$ cat config.mk
export PLATFORM = sky130hd
export DESIGN_NAME = wkp_ctrl
export DESIGN_NICKNAME = d
export VERILOG_FILES = /design/src/rtl/wkp_pkg.sv /design/src/rtl/wkp_edge_det.sv /design/src/rtl/wkp_rd_mux.sv /design/src/rtl/wkp_ctrl.sv
export SDC_FILE = /design/constraint.sdc
export NUM_CORES = 1
export LEC_CHECK = 0
export BUFFER_PORTS_ARGS = -buffer_cell sky130_fd_sc_hd__buf_2
export CORE_MARGIN = 2
export CORE_UTILIZATION = 41
export DETAILED_ROUTE_END_ITERATION = 16
export PLACE_DENSITY = 0.66
export SLEW_MARGIN = 20
export SYNTH_ARGS = -nofsm -noshare
export SYNTH_HDL_FRONTEND = slang
export SYNTH_SLANG_ARGS = --single-unit
$ cat constraint.sdc
create_clock -name clk -period 2.11 [get_ports clk]
set_input_delay 0.422 -clock clk [delete_from_list [all_inputs] [get_ports clk]]
set_output_delay 0.422 -clock clk [all_outputs]
set_load 0.01 [all_outputs]
$ cat src/rtl/wkp_pkg.sv
package wkp_pkg;
    localparam int WKP_LINES  = 8;
    localparam int WKP_PULLW  = 2;
    localparam int WKP_DATAW  = 32;
    localparam int WKP_ADDRW  = 2;

    typedef enum logic [WKP_ADDRW-1:0] {
        WKP_A_CFG  = 2'd0,
        WKP_A_FLAG = 2'd1,
        WKP_A_CLR  = 2'd2,
        WKP_A_SEC  = 2'd3
    } wkp_addr_e;
endpackage

$ cat src/rtl/wkp_edge_det.sv
module wkp_edge_det (
    input  logic clk,
    input  logic rst_n,
    input  logic pin,
    input  logic armed,
    input  logic falling,
    output logic hit
);
    logic prev_d, prev_q;

    always_comb begin
        prev_d = pin;
        hit    = armed & (falling ? (prev_q & ~pin) : (pin & ~prev_q));
    end

    always_ff @(posedge clk or negedge rst_n) begin
        if (!rst_n) prev_q <= 1'b0;
        else        prev_q <= prev_d;
    end
endmodule

$ cat src/rtl/wkp_rd_mux.sv
module wkp_rd_mux
    import wkp_pkg::*;
#(
    parameter int LINES = WKP_LINES,
    parameter int PULLW = WKP_PULLW,
    parameter int DATAW = WKP_DATAW,
    parameter int ADDRW = WKP_ADDRW
) (
    input  logic [ADDRW-1:0]       addr,
    input  logic                   secure,
    input  logic [LINES-1:0]       en,
    input  logic [LINES-1:0]       pol,
    input  logic [LINES-1:0]       flag,
    input  logic [LINES-1:0]       sec,
    input  logic [LINES*PULLW-1:0] pull,
    output logic [DATAW-1:0]       rdata
);
    localparam int PULL_LSB = 2 * LINES;

    logic [LINES-1:0] vis;

    always_comb begin
        vis   = secure ? {LINES{1'b1}} : ~sec;
        rdata = '0;
        case (addr)
            WKP_A_CFG: begin
                for (int i = 0; i < LINES; i++) begin
                    rdata[i]         = en[i]  & vis[i];
                    rdata[LINES + i] = pol[i] & vis[i];
                    rdata[PULL_LSB + i*PULLW +: PULLW] =
                        vis[i] ? pull[i*PULLW +: PULLW] : '0;
                end
            end
            WKP_A_FLAG: rdata[LINES-1:0] = flag & vis;
            WKP_A_SEC:  rdata[LINES-1:0] = sec;
            default:    rdata = '0;
        endcase
    end
endmodule

$ cat src/rtl/wkp_ctrl.sv
module wkp_ctrl
    import wkp_pkg::*;
#(
    parameter int LINES = WKP_LINES,
    parameter int PULLW = WKP_PULLW,
    parameter int DATAW = WKP_DATAW,
    parameter int ADDRW = WKP_ADDRW
) (
    input  logic                   clk,
    input  logic                   rst_n,
    input  logic                   bus_valid,
    input  logic                   bus_write,
    input  logic                   bus_secure,
    input  logic [ADDRW-1:0]       bus_addr,
    input  logic [DATAW-1:0]       bus_wdata,
    output logic [DATAW-1:0]       bus_rdata,
    input  logic [LINES-1:0]       pin_in,
    output logic [LINES*PULLW-1:0] pull_o,
    output logic                   wake_req
);
    localparam int POL_LSB  = LINES;
    localparam int PULL_LSB = 2 * LINES;

    typedef struct packed {
        logic [LINES-1:0]       en;
        logic [LINES-1:0]       pol;
        logic [LINES-1:0]       flag;
        logic [LINES-1:0]       sec;
        logic [LINES*PULLW-1:0] pull;
    } wkp_state_t;

    wkp_state_t       st_d, st_q;
    logic [LINES-1:0] wmask_d, arm_d, clr_hit_d, edge_hit;
    logic             cfg_wr, clr_wr, sec_wr;

    // per-line edge history and direction selection
    for (genvar g = 0; g < LINES; g++) begin : g_line
        wkp_edge_det u_edge (
            .clk     (clk),
            .rst_n   (rst_n),
            .pin     (pin_in[g]),
            .armed   (st_q.en[g]),
            .falling (st_q.pol[g]),
            .hit     (edge_hit[g])
        );
        assign pull_o[g*PULLW +: PULLW] =
            st_q.en[g] ? st_q.pull[g*PULLW +: PULLW] : '0;
    end

    always_comb begin
        st_d    = st_q;
        cfg_wr  = bus_valid & bus_write & (bus_addr == WKP_A_CFG);
        clr_wr  = bus_valid & bus_write & (bus_addr == WKP_A_CLR);
        sec_wr  = bus_valid & bus_write & (bus_addr == WKP_A_SEC);
        wmask_d = bus_secure ? {LINES{1'b1}} : ~st_q.sec;

        for (int i = 0; i < LINES; i++) begin
            if (cfg_wr && wmask_d[i]) begin
                st_d.en[i]  = bus_wdata[i];
                st_d.pol[i] = bus_wdata[POL_LSB + i];
                st_d.pull[i*PULLW +: PULLW] = bus_wdata[PULL_LSB + i*PULLW +: PULLW];
            end
        end

        // newly armed line already sitting at its active level
        arm_d     = st_d.en & ~st_q.en & (pin_in ^ st_d.pol);
        clr_hit_d = clr_wr ? (bus_wdata[LINES-1:0] & wmask_d) : '0;
        st_d.flag = (st_q.flag & ~clr_hit_d) | edge_hit | arm_d;

        if (sec_wr && bus_secure) st_d.sec = bus_wdata[LINES-1:0];
    end

    always_ff @(posedge clk or negedge rst_n) begin
        if (!rst_n) st_q <= '0;
        else        st_q <= st_d;
    end

    assign wake_req = |st_q.flag;

    wkp_rd_mux #(
        .LINES (LINES),
        .PULLW (PULLW),
        .DATAW (DATAW),
        .ADDRW (ADDRW)
    ) u_rd_mux (
        .addr   (bus_addr),
        .secure (bus_secure),
        .en     (st_q.en),
        .pol    (st_q.pol),
        .flag   (st_q.flag),
        .sec    (st_q.sec),
        .pull   (st_q.pull),
        .rdata  (bus_rdata)
    );

    // checks guarding the flag and protection logic
    for (genvar a = 0; a < LINES; a++) begin : g_chk
        p_edge_sets_r3: assert property (@(posedge clk) disable iff (!rst_n)
            edge_hit[a] |=> st_q.flag[a]);
        p_unarmed_quiet_r4: assert property (@(posedge clk) disable iff (!rst_n)
            (!st_q.en[a] && !arm_d[a]) |=> !$rose(st_q.flag[a]));
        p_clear_only_r6: assert property (@(posedge clk) disable iff (!rst_n)
            $fell(st_q.flag[a]) |-> $past(clr_hit_d[a]));
        p_set_wins_r7: assert property (@(posedge clk) disable iff (!rst_n)
            ((edge_hit[a] || arm_d[a]) && clr_hit_d[a]) |=> st_q.flag[a]);
    end

    p_wake_cause_r8: assert property (@(posedge clk) disable iff (!rst_n)
        $rose(wake_req) |-> $past(|(edge_hit | arm_d)));

    p_mask_guard_r10: assert property (@(posedge clk) disable iff (!rst_n)
        (bus_valid && bus_write && !bus_secure && bus_addr == WKP_A_SEC) |=> $stable(st_q.sec));
endmodule

==> results by group <==
Timing
  – Clk_skew: about 8.8 ps
  – Worst slew margin: 65.0%
  – Final Max Tran Viols: 0
  – RSZ-0062 raised after global routing: no
  – WHS: ~75 ps
  – Final Critical Period: 1910 ps
  – Final setup violation count: 0
  – Fmax: 524 MHz
  – Final Hold Fails: 0
  – Measured slew at the worst slew-check pin: 524 ps
  – Tcrit/Tclk final: 90.5%
  – Setup TNS: 0 ps

CTS
  – TritonCTS clock tree: done
  – Root buf cell: clkbuf_8
  – Max H-tree Level: 2
  – Post-CTS sizing: 0
  – Postcts setup bufs: 0
  – CTS Hold Buffers Added: 0
  – Clock Path Buffers: 2
  – Worst-Skew Late Latency: 310 ps
  – Clock transition at the registers of the reported paths: 100 ps
  – Total CTS buffers: 5
  – Number of clock sinks: 56

Worst hold path
  – Hold WC Path Type: primary input to asynchronous set/reset pin

Placed design
  – IO buf count: between 90 and 100
  – HPWL Detailed: 5290 um
  – Final weighted congestion in routability-driven placement: between 0.7 and 0.8
  – Inst Count DP: 475
  – Post-DP Area: 3610 sq um

Detailed routing
  – Wire length on met1: 3250 um
  – Final ANT Viol Nets: 0
  – Via density per instance: 5.11
  – Top routing layer used: met4
  – Routed WL: 7010 um
  – Wirelength per Cell: 14.5 um
  – Via count: between 2000 and 2500
  – DRC errors left: 0
  – Drt pass-1 iters: 4
  – Starting DRT DRC Count: 76
  – Met2 wire length: 3350 um
  – Met3 Routed Length: approximately 330 um

Cells and area
  – Antenna cell count: 0
  – Share of layout cells above drive strength 1: 39.3%
  – FF+latch area: 1400 sq um
  – Multi-input logic area: 1520 sq um
  – Non-filler cells, final: 483
  – Synth-to-layout area growth: 23.7%
  – Filler Cells Inserted: approximately 700
  – Total Nets Final: between 400 and 500
  – Fin util: 51.8%
  – Post-route cell area: around 3700 sq um

Floorplan
  – # rows: 31
  – Die height: 89.6 um
  – I/O pins: 96
  – Total core area: 7180 sq um
  – Initial core utilization: between 40% and 50%
  – DIE AREA: ~8000 sq um
  – Die width: approximately 90 um

Worst setup path
  – Critical path start-end classification: primary input to output pin
  – Crit. End Element: output pin
  – Critical path peak fanout: 17
  – Reg2reg start: st_q[20]
  – Crit path required time: 1690 ps
  – Worst Setup Start Kind: primary input
  – Crit path DAT: 1490 ps
  – CP startpoint: bus_secure

Synthesis
  – Syn nets: 329
  – #FFs+latches synth: 56
  – Cells after Synth: around 280
  – Syn avg cell area: 10.7 sq um
  – Post-synth cell types: 29
  – Area of the mapped netlist: 3010 sq um
  – Sequential element share of the synthesized area: 46.6%
  – Ys Warns: 0

Global routing
  – Initial antenna violation count: 0
  – Largest net degree at the start of global routing: 24
  – Grt ovf: 0
  – Gr usage total: 18.5%
  – First-pass GRT wire length: 11500 um
  – Vias in the first global route: approximately 2300

Outcome
  – Status: complete, no violations

Job
  – Max_cap viols: 0

Power
  – Pwr/cell area: 797 nW/um^2
  – Peak VDD IR: 0.000389 V
  – Pleak: roughly 1.8 nW
-- registers in the layout (all words and copies together) (netlist names) --
name / count
g_line.u_edge.prev_q: 8
st_q: 48
-- report_power, final --
part	internal [mW]	switching, mW	leakage (nW)	total (mW)
Combinational	0.424	0.356	1.11	0.780
Clock	0.353	0.337	0.0552	0.689
Sequential	1.29	0.197	0.654	1.49
Total	2.07	0.890	1.82	2.96
-- logic make-up after synthesis --
family / synth area share, %
flops: 46.6
mux: 15.0
compound gates: 8.66
buf+inv: 2.79
simple gates: 24.6
xor+xnor: 2.33
-- layer usage --
| layer | up-vias | GRT usage [%] |
|---|---|---|
| met3 | 8 | 3.75 |
| met2 | 61 | 29.5 |
| met5 | - | 0 |
| li1 | 1212 | - |
| met4 | 0 | 4.21 |
| met1 | 1187 | 25.9 |
-- synthesized netlist by cell type --
| library cell | count | area share (%) |
|---|---|---|
| inv_1 | 8 | 1.0 |
| o21ai_0 | 8 | 1.3 |
| buf_6 | 2 | 0.75 |
| nor2_1 | 9 | 1.1 |
| nand3_1 | 1 | 0.17 |
| and2_1 | 16 | 3.3 |
| or3_1 | 8 | 1.7 |
| nor4_1 | 2 | 0.42 |
| o31ai_1 | 8 | 2.0 |
| or2b_1 | 5 | 1.2 |
| o211ai_1 | 8 | 2.0 |
| clkbuf_1 | 2 | 0.25 |
| nand4b_2 | 1 | 0.50 |
| and4bb_2 | 1 | 0.42 |
| xnor2_1 | 8 | 2.3 |
| buf_1 | 1 | 0.12 |
| mux2_1 | 2 | 0.75 |
| buf_2 | 4 | 0.67 |
| nor3b_1 | 8 | 2.0 |
| nand2_1 | 18 | 2.2 |
| nor2_2 | 1 | 0.21 |
| mux2_2 | 38 | 14 |
| nand2b_1 | 11 | 2.3 |
| a21oi_1 | 8 | 1.3 |
| and3_1 | 24 | 5.0 |
| and3b_1 | 8 | 2.3 |
| dfrtp_1 | 56 | 47 |
| nor2b_1 | 8 | 1.7 |
| a211oi_1 | 8 | 2.0 |
-- cells in the final DEF, fill, tap and decap left out --
| master | synthesis | layout |
|---|---|---|
| mux2_2 | 38 | 38 |
| o211ai_1 | 8 | 8 |
| nand2b_1 | 11 | 11 |
| clkinv_2 | 0 | 1 |
| nor2_1 | 9 | 9 |
| and4bb_2 | 1 | 1 |
| mux2_1 | 2 | 2 |
| or3_1 | 8 | 8 |
| and2_1 | 16 | 16 |
| and3_1 | 24 | 24 |
| xnor2_1 | 8 | 8 |
| nand4b_2 | 1 | 1 |
| a21oi_1 | 8 | 8 |
| buf_2 | 4 | 95 |
| clkbuf_1 | 2 | 1 |
| inv_1 | 8 | 8 |
| nand3_1 | 1 | 1 |
| and3b_1 | 8 | 8 |
| nor2_2 | 1 | 1 |
| nor2b_1 | 8 | 8 |
| nand2_1 | 18 | 18 |
| nor3b_1 | 8 | 8 |
| buf_4 | 0 | 8 |
| clkbuf_8 | 0 | 5 |
| bufinv_16 | 0 | 1 |
| nor4_1 | 2 | 2 |
| or2b_1 | 5 | 5 |
| o21ai_0 | 8 | 8 |
| o31ai_1 | 8 | 8 |
| dfrtp_1 | 56 | 56 |
| a211oi_1 | 8 | 8 |
-- worst max-delay path: stages --
cell and delay [ps]:
buf_2 270, nand2b_1 230, a21oi_1 90, a211oi_1 280, buf_2 190
-- final timing paths --
check	cells past startpoint	to	slack, ps
worst min register to register	1	st_q[14]	510
worst max-delay path	5	bus_rdata[0]	200
max in group asynchronous	2	st_q[41]	1380
worst max register to register	4	st_q[44]	850
worst min-delay path	1	st_q[7]	80
min in group clk	1	g_line[0].u_edge.prev_q	250
-- cell type report --
type | instances | share of cell area [%]
Tap cell | 99 | 3.33
Clock inverter | 2 | 0.942
Clock buffer | 6 | 1.95
Multi-Input combinational cell | 209 | 40.9
Inverter | 8 | 0.808
Timing Repair Buffer | 103 | 14.4
Sequential cell | 56 | 37.7
-- per-stage QoR --
step / power (mW) / worst slack [ps]
after floorplan: 1.96 / 388
after global placement: 2.28 / 263
after detailed placement: 2.30 / 234
after CTS: 2.99 / 223
after global routing: 3.17 / 128
final: 2.96 / 201
Note: power is estimated with default switching activity, not from simulation.
